==> config.mk <==
export PLATFORM = sky130hd
export DESIGN_NAME = cpu16_core
export DESIGN_NICKNAME = d
export VERILOG_FILES = /design/src/rtl/cpu16_pkg.sv /design/src/rtl/cpu16_regfile.sv /design/src/rtl/cpu16_alu.sv /design/src/rtl/cpu16_ctrl.sv /design/src/rtl/cpu16_core.sv
export SDC_FILE = /design/constraint.sdc
export NUM_CORES = 1
export LEC_CHECK = 0
export BUFFER_PORTS_ARGS = -buffer_cell sky130_fd_sc_hd__buf_2
export CORE_ASPECT_RATIO = 0.6
export CORE_UTILIZATION = 57
export CTS_CLUSTER_DIAMETER = 40
export DETAILED_ROUTE_END_ITERATION = 8
export GPL_TIMING_DRIVEN = 0
export PLACE_DENSITY = 0.85
export SKIP_LAST_GASP = 1
export SYNTH_ARGS = -nofsm -noshare
export SYNTH_HDL_FRONTEND = slang
export SYNTH_SLANG_ARGS = --single-unit
==> constraint.sdc <==
create_clock -name clk -period 5.3 [get_ports clk]
set_input_delay 1.06 -clock clk [delete_from_list [all_inputs] [get_ports clk]]
set_output_delay 1.06 -clock clk [all_outputs]
set_load 0.05 [all_outputs]
==> src/rtl/cpu16_pkg.sv <==
package cpu16_pkg;
    localparam int XLEN   = 16;
    localparam int NREGS  = 16;
    localparam int RIDX   = $clog2(NREGS);
    localparam int OPW    = 4;
    localparam int FLDW   = 8;

    typedef enum logic [OPW-1:0] {
        OP_LD  = 4'h0,
        OP_ST  = 4'h1,
        OP_STI = 4'h2,
        OP_LDI = 4'h3,
        OP_ADD = 4'h4,
        OP_SUB = 4'h5,
        OP_JZ  = 4'h6
    } opcode_e;

    typedef enum logic [3:0] {
        ST_RESET, ST_FETCH, ST_FWAIT, ST_DECODE,
        ST_LDREQ, ST_LDWB, ST_ST, ST_STI, ST_LDI,
        ST_ADD, ST_SUB, ST_JZ, ST_HALT
    } state_e;

    typedef enum logic [1:0] {
        WB_ALU = 2'b00,
        WB_MEM = 2'b01,
        WB_IMM = 2'b10
    } wb_sel_e;

    typedef enum logic [1:0] {
        ADDR_PC  = 2'b00,
        ADDR_DIR = 2'b01,
        ADDR_REG = 2'b10
    } addr_sel_e;

    typedef enum logic [1:0] {
        ALU_ADD = 2'b00,
        ALU_SUB = 2'b01
    } alu_op_e;

    typedef struct packed {
        logic      pc_clear;
        logic      pc_inc;
        logic      pc_jump;
        logic      ir_load;
        logic      rf_we;
        wb_sel_e   wb_sel;
        alu_op_e   alu_op;
        logic      b_zero;
        addr_sel_e addr_sel;
        logic      wdata_b;
        logic      mem_rd;
        logic      mem_wr;
    } ctrl_t;

    function automatic logic [XLEN-1:0] zext_fld(input logic [FLDW-1:0] f);
        return {{(XLEN-FLDW){1'b0}}, f};
    endfunction

    function automatic logic [XLEN-1:0] sext_fld(input logic [FLDW-1:0] f);
        return {{(XLEN-FLDW){f[FLDW-1]}}, f};
    endfunction
endpackage

==> src/rtl/cpu16_regfile.sv <==
module cpu16_regfile
    import cpu16_pkg::*;
(
    input  logic            clk,
    input  logic            rst,
    input  logic [RIDX-1:0] ra_a,
    input  logic [RIDX-1:0] ra_b,
    input  logic            we,
    input  logic [RIDX-1:0] wa,
    input  logic [XLEN-1:0] wd,
    output logic [XLEN-1:0] rd_a,
    output logic [XLEN-1:0] rd_b
);
    logic [XLEN-1:0] regs [NREGS];

    always_ff @(posedge clk) begin
        if (rst) begin
            for (int i = 0; i < NREGS; i++) regs[i] <= '0;
        end else if (we) begin
            regs[wa] <= wd;
        end
    end

    assign rd_a = regs[ra_a];
    assign rd_b = regs[ra_b];
endmodule

==> src/rtl/cpu16_alu.sv <==
module cpu16_alu
    import cpu16_pkg::*;
(
    input  alu_op_e         op,
    input  logic [XLEN-1:0] a,
    input  logic [XLEN-1:0] b,
    output logic [XLEN-1:0] y,
    output logic            zero
);
    always_comb begin
        case (op)
            ALU_SUB: y = a - b;
            default: y = a + b;
        endcase
    end
    assign zero = (y == '0);
endmodule

==> src/rtl/cpu16_ctrl.sv <==
module cpu16_ctrl
    import cpu16_pkg::*;
(
    input  logic           clk,
    input  logic           rst,
    input  logic [OPW-1:0] opcode,
    output ctrl_t          ctl,
    output state_e         state_o,
    output logic           halted
);
    state_e state, nxt;

    always_ff @(posedge clk) begin
        if (rst) state <= ST_RESET;
        else     state <= nxt;
    end

    always_comb begin
        ctl = '0;
        nxt = state;
        case (state)
            ST_RESET:  begin ctl.pc_clear = 1'b1; nxt = ST_FETCH; end
            ST_FETCH:  begin ctl.addr_sel = ADDR_PC; ctl.mem_rd = 1'b1; nxt = ST_FWAIT; end
            ST_FWAIT:  begin ctl.ir_load = 1'b1; ctl.pc_inc = 1'b1; nxt = ST_DECODE; end
            ST_DECODE: begin
                case (opcode)
                    OP_LD:   nxt = ST_LDREQ;
                    OP_ST:   nxt = ST_ST;
                    OP_STI:  nxt = ST_STI;
                    OP_LDI:  nxt = ST_LDI;
                    OP_ADD:  nxt = ST_ADD;
                    OP_SUB:  nxt = ST_SUB;
                    OP_JZ:   nxt = ST_JZ;
                    default: nxt = ST_HALT;
                endcase
            end
            ST_LDREQ:  begin ctl.addr_sel = ADDR_DIR; ctl.mem_rd = 1'b1; nxt = ST_LDWB; end
            ST_LDWB:   begin ctl.rf_we = 1'b1; ctl.wb_sel = WB_MEM; nxt = ST_FETCH; end
            ST_ST:     begin ctl.addr_sel = ADDR_DIR; ctl.mem_wr = 1'b1; nxt = ST_FETCH; end
            ST_STI:    begin
                ctl.addr_sel = ADDR_REG; ctl.mem_wr = 1'b1; ctl.wdata_b = 1'b1;
                nxt = ST_FETCH;
            end
            ST_LDI:    begin ctl.rf_we = 1'b1; ctl.wb_sel = WB_IMM; nxt = ST_FETCH; end
            ST_ADD:    begin
                ctl.rf_we = 1'b1; ctl.wb_sel = WB_ALU; ctl.alu_op = ALU_ADD;
                nxt = ST_FETCH;
            end
            ST_SUB:    begin
                ctl.rf_we = 1'b1; ctl.wb_sel = WB_ALU; ctl.alu_op = ALU_SUB;
                nxt = ST_FETCH;
            end
            ST_JZ:     begin
                ctl.alu_op = ALU_ADD; ctl.b_zero = 1'b1; ctl.pc_jump = 1'b1;
                nxt = ST_FETCH;
            end
            ST_HALT:   nxt = ST_HALT;
            default:   nxt = ST_HALT;
        endcase
    end

    assign state_o = state;
    assign halted  = (state == ST_HALT);


    first_read_chk: assert property (@(posedge clk) disable iff (rst)
        (state == ST_RESET) |=> (ctl.mem_rd && ctl.addr_sel == ADDR_PC));


    halt_sticky_chk: assert property (@(posedge clk) disable iff (rst)
        halted |=> halted);


    halt_quiet_chk: assert property (@(posedge clk) disable iff (rst)
        halted |-> (!ctl.mem_rd && !ctl.mem_wr));


    one_access_chk: assert property (@(posedge clk) disable iff (rst)
        $onehot0({ctl.mem_rd, ctl.mem_wr}));
endmodule

==> src/rtl/cpu16_core.sv <==
module cpu16_core
    import cpu16_pkg::*;
(
    input  logic            clk,
    input  logic            rst,
    output logic [XLEN-1:0] mem_addr,
    output logic            mem_rd,
    output logic            mem_wr,
    output logic [XLEN-1:0] mem_wdata,
    input  logic [XLEN-1:0] mem_rdata,
    output logic            halted
);
    ctrl_t           ctl;
    state_e          state;
    logic [XLEN-1:0] pc, ir;
    logic [XLEN-1:0] rd_a, rd_b, alu_b, alu_y, wb_data;
    logic            alu_zero;
    logic [RIDX-1:0] fld_a, fld_b;
    logic [FLDW-1:0] fld_k;

    assign fld_a = ir[XLEN-OPW-1 -: RIDX];
    assign fld_b = ir[FLDW-1 -: RIDX];
    assign fld_k = ir[FLDW-1:0];

    cpu16_ctrl u_ctrl (
        .clk     (clk),
        .rst     (rst),
        .opcode  (ir[XLEN-1 -: OPW]),
        .ctl     (ctl),
        .state_o (state),
        .halted  (halted)
    );

    always_ff @(posedge clk) begin
        if (rst) begin
            pc <= '0;
            ir <= '0;
        end else begin
            if (ctl.pc_clear)                pc <= '0;
            else if (ctl.pc_inc)             pc <= pc + 16'd1;
            else if (ctl.pc_jump && alu_zero) pc <= pc + sext_fld(fld_k);
            if (ctl.ir_load) ir <= mem_rdata;
        end
    end

    always_comb begin
        case (ctl.wb_sel)
            WB_MEM:  wb_data = mem_rdata;
            WB_IMM:  wb_data = zext_fld(fld_k);
            default: wb_data = alu_y;
        endcase
    end

    cpu16_regfile u_rf (
        .clk  (clk),
        .rst  (rst),
        .ra_a (fld_a),
        .ra_b (fld_b),
        .we   (ctl.rf_we),
        .wa   (fld_a),
        .wd   (wb_data),
        .rd_a (rd_a),
        .rd_b (rd_b)
    );

    assign alu_b = ctl.b_zero ? '0 : rd_b;

    cpu16_alu u_alu (
        .op   (ctl.alu_op),
        .a    (rd_a),
        .b    (alu_b),
        .y    (alu_y),
        .zero (alu_zero)
    );

    always_comb begin
        case (ctl.addr_sel)
            ADDR_DIR: mem_addr = zext_fld(fld_k);
            ADDR_REG: mem_addr = rd_a;
            default:  mem_addr = pc;
        endcase
    end

    assign mem_wdata = ctl.wdata_b ? rd_b : rd_a;
    assign mem_rd    = ctl.mem_rd;
    assign mem_wr    = ctl.mem_wr;


    fetch_advance_chk: assert property (@(posedge clk) disable iff (rst)
        (state == ST_FWAIT) |=> (pc == $past(pc) + 16'd1));


    jz_fallthrough_chk: assert property (@(posedge clk) disable iff (rst)
        (state == ST_JZ && rd_a != '0) |=> (pc == $past(pc)));


    jz_taken_chk: assert property (@(posedge clk) disable iff (rst)
        (state == ST_JZ && rd_a == '0) |=> (pc == $past(pc) + sext_fld($past(fld_k))));
endmodule

After elaboration in Yosys (flattened, before gate mapping)
Memory sizes are Yosys's and may differ from the RTL's. A register that Yosys moved wholly into a read port is not among the register bits.
Cells that the tools add are included.
W data, S select, Z words.
{"block": "totals", "reg_bits": 36, "ramBits": 256, "input_bits": 18, "out_inout_bits": 35, "wordCells": 73, "memories": 1}
{"memory": "u_rf.regs", "depth": 16, "word_bits": 16, "rd": 2, "rd_ports_with_merged_regs": 2, "wr": 16, "line": "cpu16_regfile.sv:14", "source": "logic [XLEN-1:0] regs [NREGS];"}
{"block": "classes", "addsub": 4, "n_eq_ne": 23, "mux": 30, "reduce_logical": 12}
{"op": "$mux W16", "n": 6}
{"op": "$pmux W16 S2", "n": 2}
{"op": "$add A16 B16 Y16", "n": 2}
{"op": "$eq A4 B3 Y1 const B", "n": 7}
{"op": "$pmux W4 S7", "n": 1}
{"op": "$eq A4 B4 Y1 const B", "n": 5}
{"op": "$mux W4", "n": 5}
{"op": "$pmux W4 S5", "n": 1}
{"op": "$add A16 B1 Y16 const B", "n": 1}
{"op": "$eq A4 B2 Y1 const B", "n": 4}
{"op": "$logic_not A16 Y1", "n": 1}
{"op": "$reduce_or A16 Y1", "n": 1}
{"op": "$sub A16 B16 Y16", "n": 1}
{"op": "$mux W1", "n": 13}
{"op": "$reduce_or A2 Y1", "n": 5}
{"op": "$pmux W3 S3", "n": 1}
{"op": "$eq A4 B1 Y1 const B", "n": 2}
{"op": "$logic_not A4 Y1", "n": 2}
{"op": "$reduce_or A8 Y1", "n": 1}
{"op": "$eq A2 B1 Y1 const B", "n": 2}
{"op": "$eq A2 B2 Y1 const B", "n": 2}
{"op": "$pmux W2 S2", "n": 1}
{"op": "$reduce_bool A2 Y1", "n": 1}
{"op": "$eq A1 B1 Y1 const B", "n": 1}
{"op": "$logic_and A1 B1 Y1", "n": 1}

Depth between registers and ports, before layout
Gate-level depths: netlist of the first run.
{"block": "logic_depth", "ltp_word": 9, "depth_mapped": 24, "depth_no_buf": 20}

Modules after synthesis
From an unflattened synthesis of the first run, not the netlist that was laid out.
{"block": "unflattened", "hier_cells": 1421, "hier_area_um2": 17584.4}
{"mod": "cpu16_regfile", "instances": 1, "cells_each": 859, "area_each_um2": 13414.1, "seq_area_each_um2": 7687.4}
{"mod": "cpu16_core", "instances": 1, "cells_each": 340, "area_each_um2": 2620.0, "seq_area_each_um2": 640.6}
{"mod": "cpu16_alu", "instances": 1, "cells_each": 170, "area_each_um2": 1191.1, "seq_area_each_um2": 0.0}
{"mod": "cpu16_ctrl", "instances": 1, "cells_each": 52, "area_each_um2": 359.1, "seq_area_each_um2": 80.1}

Least setup slack after synthesis of the first run
No wires, ideal clock.
{"block": "synth_timing", "kind": "register -> register", "start": "register (tool-made name)", "end": "register pc[4]", "setup_ns": 0.121, "arrival_ns": 5.217, "required_ns": 5.179, "slack_ns": -0.038, "stages_incl_launch_ff": 19, "path_buffers": 3, "period_less_slack_ns": 5.338, "cell_sequence": "dfxtp_1 clkbuf_1 buf_1 mux4_2 mux4_2 inv_1 ha_1 inv_1 fa_1 a211oi_1 o21ai_0 o211ai_1 a31oi_1 xor2_1 or4_1 nor2_1 clkbuf_1 a2bb2oi_1 nand3_1"}
{"element": "end signal, assigned", "line": "cpu16_core.sv:40", "source": "else if (ctl.pc_inc) pc <= pc + 16'd1;"}
{"element": "end signal, assigned", "line": "cpu16_core.sv:41", "source": "else if (ctl.pc_jump && alu_zero) pc <= pc + sext_fld(fld_k);"}
{"element": "end, declared", "line": "cpu16_core.sv:15", "source": "logic [XLEN-1:0] pc, ir;"}

Worst setup path after layout of the first run
{"block": "layout_timing", "start": "register u_ctrl.state[0] (netlist: u_ctrl.state_o[0])", "end": "register pc[10]"}
{"block": "layout_between", "elab_chain_len": 8, "word_cells_on_any_way": 18, "classes_between": "add/sub (2); eq/ne (4); mux (7); reduce/logical (5)"}
{"element": "start, declared", "line": "cpu16_ctrl.sv:11", "source": "state_e state, nxt;"}
{"element": "start signal, assigned", "line": "cpu16_ctrl.sv:15", "source": "else state <= nxt;"}
{"element": "$eq A4 B4 Y1", "line": "cpu16_ctrl.sv:21", "source": "case (state)"}
{"element": "$mux W1", "line": "cpu16_ctrl.sv:21"}
{"element": "$mux W16", "line": "cpu16_core.sv:66", "source": "assign alu_b = ctl.b_zero ? '0 : rd_b;"}
{"element": "$add A16 B16 Y16 / $sub A16 B16 Y16 (equally long branches)", "line": "cpu16_alu.sv:13, cpu16_alu.sv:12"}
{"element": "$mux W16", "line": "cpu16_alu.sv:11", "source": "case (op)"}
{"element": "$logic_not A16 Y1", "line": "cpu16_alu.sv:16", "source": "assign zero = (y == '0);"}
{"element": "$logic_and A1 B1 Y1", "line": "cpu16_core.sv:41"}
{"element": "$reduce_bool A2 Y1 (no source line)"}
Several ways; a longest one is shown, not always the timed one.
A chain may end at the register's enable or synchronous reset.

==> impl_metrics.toml, run 1 <==
[status]
outcome = "complete, but fails checks"
violations = "max-capacitance violations, max-slew violations, negative setup slack"

[timing]
fmax_mhz = 172
rsz0062_at_grt = "yes"
fin_skew_ns = 0.0201
drv_slew = 16
hold_viol_final = 0
final.period_utilization = 1.10
finalWorstSetupSlack_ns = -0.523
period_minus_slack_ns = 5.82
setup_viol = 86
slew_headroom = -0.00335
tns_ns = -12.18
worstMarginPinSlew_ns = 1.51

[clock_network]
cts.sinks = 300
root_buffer = "clkbuf_16"
cts-buffers-inserted = 31
clockBufferDepth = 3
cts_htree_levels = 1
cts_hold_buf = 0
worstSkewPairLatency_ns = 0.61
path_clk_slew_ns = 0.07
cts_tree = "built"

[critical_path]
path_max_fanout = 10
path_class = "reg -> reg"
reg2reg_depth = 20
slowest_stage = "nor2_1"
r2r_start = "u_ctrl.state_o[0]"
worstSetupStartpointType = "register"
path_cells = "nand2_1, nor2_1, clkbuf_2, or2_2, ha_4, inv_1, nor4_2, buf_4, nand3_4, o21ai_2, ha_1, o21a_1, o21a_4, o211ai_1, nand3b_1, xor2_2, or4_4, or2_4, or4_1, nand3_1"
cp-end-kind = "register"
cp_top_family = "simple AND/OR/NAND/NOR gates"
critPathMaxStageDelay_ns = 0.64
reg2reg_to = "pc[10]"
cp_data_required_time_ns = 5.85
arrival_ns = 6.37
path_buf_inv = 3
reg2reg_setup_slack_ns = -0.52

[synthesis]
syn_area_per_cell_um2 = 12.0
async_flop_share = 0
synth-edff-count = 256
synth_common_cells = "301 x nor2_1, 256 x edfxtp_1, 151 x mux4_2, 100 x nand2_1, 78 x clkbuf_1"
synth_cell_types = 69
synth_top_cell_by_area = "edfxtp_1"
synth.top_cell.area_share = 0.438
ys_seq_area_frac = 0.488
synthTopCellsByArea = "edfxtp_1 44%, mux4_2 19%, nor2_1 6.4%"
synth_area_mm2 = 0.0176
ys_ff_latch = 300
syn_inst = 1466
ys.flop_type = "edfxtp_1"
synth_warnings = 0
yosysMostFrequentCell = "nor2_1"
syn_nets = 1522

[final_layout]
final_core_util = 0.676
antennaDiodeCount = 0
fin_area_mm2 = 0.0204
instances_no_fill = 2025
fin_nets = 1649
drive_above_1_share = 0.258
syn_to_final_growth_pct = 15.9

[routing]
met3_length_um = 14000
dr.pass1.iters = 7
highest_layer = "met5"
wl_met2_um = 26100
wl_per_cell_um = 32.8
drt-total-wl_um = 66500
wl_met1_um = 22300
route.detailed.drc = 0
dr.first_iter.drc_count = 3457
final_antenna_net_count = 0
num_vias = 15300
vias_per_cell = 7.55

[power_and_ir_drop]
ir_worst_vdd_v = 0.000568
power.density_mw_per_mm2 = 614
leakage_nw = 7.31

[place]
place_ws_ns = -1.88
place_inst = 1926
placed_area_mm2 = 0.0183
gp_congestion = 1.02
io_buffer_count = 52
dp_hpwl_um = 44800

[grt]
grt_pass1_vias = 14200
grt_pass1_wl_um = 92100
grt_overflow_total = 0
antenna_found_initial = 0
grt_usage = 0.413
grt_start_max_net_pins = 17

[die]
die_w_um = 229
dieArea_mm2 = 0.0315
start_util = 0.584
coreArea_mm2 = 0.0301
io_pins = 53
fp.dieH_um = 138
core.rowCount = 49

[min_path]
hold_start = "ir[12]"
hold_path.class = "reg -> reg"
min_to = "ir[12]"
hold_depth = 2

[run]
cap_viol_max_count = 1
## routing by layer
layer / up-vias / GRT usage
met1: 7209 / 0.547
met3: 435 / 0.221
met4: 6 / 0.182
met2: 1797 / 0.555
li1: 5842 / -
met5: - / 0.0578
## how the worst max path moves through the flow
stage | startpoint | endpoint | slack [ns] | cells past startpoint
after floorplan | register | pc[4] | 0.03 | 19
after global placement | register | pc[8] | -1.67 | 21
after detailed placement | register | pc[7] | -1.88 | 21
after CTS | register | u_rf.regs[0][13] | -0.13 | 17
after global routing | register | pc[10] | -0.56 | 21
final | u_ctrl.state_o[0] | pc[10] | -0.52 | 20
## per-stage QoR
step	total power, W	hold WS, ns
2_1_floorplan	0.00702	0.457
3_3_place_gp	0.00866	0.483
3_5_place_dp	0.00882	0.488
4_1_cts	0.0114	0.500
5_1_grt	0.0127	0.555
6_report	0.0125	0.499
## worst register-to-register path, stage by stage, from the launching register on
cell      delay (ns)
dfxtp_1         0.43
nand2_1         0.14
nor2_1          0.64
clkbuf_2        0.45
or2_2           0.26
ha_4            0.19
inv_1           0.08
nor4_2          0.27
buf_4           0.20
nand3_4         0.11
o21ai_2         0.14
ha_1            0.26
o21a_1          0.14
o21a_4          0.22
o211ai_1        0.34
nand3b_1        0.21
xor2_2          0.22
or4_4           0.59
or2_4           0.31
or4_1           0.45
nand3_1         0.09
## where the power goes
| group | leakage [nW] | internal, W | switching, W |
|---|---|---|---|
| logic | 3.85 | 0.00258 | 0.00491 |
| clock network | 0.464 | 0.00113 | 0.00102 |
| registers | 3.00 | 0.00270 | 0.000157 |
## repair_timing
action                                  CTS  global route
setup buffers                            23            21
gates cloned                              3             0
gates resized for setup                 111            65
endpoints found under the setup margin  205           123
pin swaps                                16            23
hold endpoints to repair                  0             0
## sequential cells by signal, summed over array words and instances, names as in the netlist, named ones only
register,count
ir,16
pc,16
u_ctrl.state_o,4
u_rf.regs,256
## final cells by class
| type | instances | area (um2) |
|---|---|---|
| plain buffers | 105 | 631 |
| clock buffers | 38 | 832 |
| clock inverters | 19 | 129 |
| fillers | 2026 | 9750 |
| inverters | 24 | 90.1 |
| multi-input cells | 1032 | 8870 |
| flip-flops and latches | 300 | 8580 |
| well taps | 408 | 510 |
| repair buffers | 99 | 714 |
## kinds of logic (layout without fill, tap and decap cells)
group / Yosys count / count (layout) / synth area share
AND/OR/NAND/NOR: 582 / 582 / 0.149
flip-flops: 300 / 300 / 0.488
AO/OA/AOI/OAI: 203 / 203 / 0.0803
multiplexers: 172 / 172 / 0.206
buffers and inverters: 134 / 285 / 0.0301
adder cells (fa/ha/maj): 38 / 38 / 0.0279
XOR/XNOR: 37 / 37 / 0.0184
## placed cells by master, fill, tap and decap left out, drive strengths merged, types with 10 or more instances in the layout
cell type / n
a21oi: 50
a22o: 13
a2bb2oi: 12
buf: 132
clkbuf: 109
clkinv: 13
dfxtp: 44
edfxtp: 256
ha: 36
inv: 27
mux2: 12
mux4: 151
nand2: 100
nand2b: 43
nand3: 44
nand4b: 12
nor2: 301
nor2b: 14
nor3: 18
nor4: 10
o21ai: 41
xnor2: 20
xor2: 17
Power figures use the tool's default switching activity.
==> run 2: changes to the inputs <==
--- a/config.mk
+++ b/config.mk
@@ -7,11 +7,11 @@
 export LEC_CHECK = 0
 export BUFFER_PORTS_ARGS = -buffer_cell sky130_fd_sc_hd__buf_2
 export CORE_ASPECT_RATIO = 0.6
-export CORE_UTILIZATION = 57
+export CORE_UTILIZATION = 30
 export CTS_CLUSTER_DIAMETER = 40
 export DETAILED_ROUTE_END_ITERATION = 8
 export GPL_TIMING_DRIVEN = 0
-export PLACE_DENSITY = 0.85
+export PLACE_DENSITY = 0.54
 export SKIP_LAST_GASP = 1
 export SYNTH_ARGS = -nofsm -noshare
 export SYNTH_HDL_FRONTEND = slang
==> impl_metrics.toml, run 2 (synthesis gave the netlist of run 1 again) <==
[routing]
vias_per_cell = 5.95
route.detailed.drc = 0
wl_per_cell_um = 27.8
final_antenna_net_count = 0
dr.pass1.iters = 7
num_vias = 14200
dr.first_iter.drc_count = 2197
drt-total-wl_um = 66300

[timing]
final.period_utilization = 1.05
setup_viol = 26
period_minus_slack_ns = 5.58
fmax_mhz = 179
drv_slew = 0
slew_headroom = 0.0437
fin_skew_ns = 0.0239
hold_viol_final = 0
rsz0062_at_grt = "yes"
finalWorstSetupSlack_ns = -0.284
fin_hold_ws_ns = 0.514
worstMarginPinSlew_ns = 1.43

[grt]
use_met3 = 0.0772
grt_usage = 0.218
grt_pass1_vias = 13300
antenna_found_initial = 0
grt_busiest_layer = "met1"
grt_start_max_net_pins = 17
grt_use_met2 = 0.280
grt_overflow_total = 0
met1_usage = 0.345
grt_pass1_wl_um = 94300

[status]
violations = "negative setup slack"
outcome = "complete, but fails checks"

[critical_path]
worstSetupStartpointType = "register"
critical_path_depth = 19
reg2reg_to = "pc[0]"
cp-end-kind = "register"
cpMostUsedCell = "mux4_2"
cp_top_family = "simple AND/OR/NAND/NOR gates"
critPathMaxStageDelay_ns = 0.61
arrival_ns = 6.07
reg2reg_setup_slack_ns = -0.28
cp_data_required_time_ns = 5.78
path_max_fanout = 7
path_cells = "buf_12, mux4_2, mux4_2, nand2_1, ha_4, inv_1, nor4_2, buf_4, nor2_2, xor2_1, ha_1, a21o_1, or3_4, o21a_1, xor2_2, or4_4, or2_4, or4_1, nand3_1"
slowest_stage = "or4_4"
path_buf_inv = 3
path_class = "reg -> reg"
critPathCapture = "pc[0]"
reg2reg_depth = 19

[place]
gp_congestion = 0.974
io_buffer_count = 52
place_inst = 2288
dp_hpwl_um = 49800

[final_layout]
antennaDiodeCount = 0
top_regs = "u_rf.regs x256, ir x16, pc x16"
syn_to_final_growth_pct = 19.9
largest_register_ffs = 256
fin_nets = 1648
layout_commonest_cell = "nor2_1"
instances_no_fill = 2386
drive_above_1_share = 0.264
top_register = "u_rf.regs"
multi_input_area_mm2 = 0.00892
layout_common_cells = "292 x nor2_1, 256 x edfxtp_1, 151 x mux4_2"
regArea_mm2 = 0.00857
fillers = 5648

[min_path]
hold_path.class = "reg -> reg"
hold_start = "ir[14]"

[die]
coreArea_mm2 = 0.0577
die_w_um = 314
fp.dieH_um = 189
core.rowCount = 68
io_pins = 53
start_util = 0.305
dieArea_mm2 = 0.0596

[clock_network]
clockBufferDepth = 3
worstSkewPairLatency_ns = 0.55
cts-buffers-inserted = 34
root_buffer = "clkbuf_16"
cts_htree_levels = 2
cts_hold_buf = 0
path_clk_slew_ns = 0.07
cts_tree = "built"
cts.sinks = 300

[power_and_ir_drop]
p_seq_frac = 0.219
p_sw_frac = 0.486
power.total_w = 0.0130
p_int_w = 0.00669
power.density_mw_per_mm2 = 619
power.clock.fraction = 0.192
ir_worst_vdd_v = 0.000428
power_frac_comb = 0.589
switchingPower_w = 0.00633
leakage_nw = 7.41

[run]
cap_viol_max_count = 0
[run 2: cell count changes in the layout (fill, tap and decap cells not counted), sizes merged]
cell	delta
bufinv	+3
clkinvlp	+2
buf	-5
clkinv	-4
inv	+3
[run 2: worst reg2reg max path: stages (launching register included)]
cell	delay, ns
dfxtp_4	0.51
buf_12	0.19
mux4_2	0.51
mux4_2	0.60
nand2_1	0.16
ha_4	0.17
inv_1	0.06
nor4_2	0.27
buf_4	0.18
nor2_2	0.04
xor2_1	0.17
ha_1	0.30
a21o_1	0.19
or3_4	0.35
o21a_1	0.22
xor2_2	0.18
or4_4	0.62
or2_4	0.32
or4_1	0.42
nand3_1	0.08
[run 2: worst min path at each step]
| stage | to | depth (start not counted) |
|---|---|---|
| 2_1_floorplan | ir[0] | 2 |
| 5_1_grt | ir[2] | 2 |
| 4_1_cts | ir[14] | 2 |
| 3_5_place_dp | ir[14] | 2 |
| 3_3_place_gp | ir[2] | 2 |
| 6_report | ir[14] | 2 |
[run 2: layer usage]
metal	part of all wire	wire length, um
met5	0.00086	57
met4	0.016	1030
met3	0.15	10100
met2	0.38	25100
met1	0.45	30000
[run 2: per-stage QoR]
step	cell area (um2)	setup TNS, ns	setup WS (ns)	utilization
global placement	18800	-235.07	-2.09	0.326
detailed placement	18800	-226.80	-2.06	0.326
finish	21100	-3.86	-0.284	0.365
floorplan	17600	0	0.0311	-
global route	21100	-8.16	-0.371	0.365
CTS	20700	-2.06	-0.216	0.358
[run 2: area by class of cell]
cell class,count,share of cell area
Multi-Input combinational cell,1032,0.424
Sequential cell,300,0.407
Tap cell,770,0.0458
Clock buffer,37,0.0420
Timing Repair Buffer,98,0.0352
Buffer,102,0.0295
Clock inverter,23,0.0123
Inverter,24,0.00428
[run 2: power by group through the flow]
| stage | Combinational (W) | Clock (W) | Sequential (W) |
|---|---|---|---|
| finish | 0.00767 | 0.00250 | 0.00285 |
| global route | 0.00802 | 0.00262 | 0.00287 |
| CTS | 0.00688 | 0.00251 | 0.00284 |
| detailed placement | 0.00633 | 0 | 0.00286 |
| global placement | 0.00629 | 0 | 0.00286 |
| floorplan | 0.00421 | 0 | 0.00281 |
[run 2: repair_timing]
| action | CTS | global route |
|---|---|---|
| buffers inserted | 22 | 19 |
| gates cloned | 3 | 2 |
| setup endpoints to repair | 243 | 123 |
| pin swaps | 16 | 24 |
| gates resized for setup | 128 | 51 |
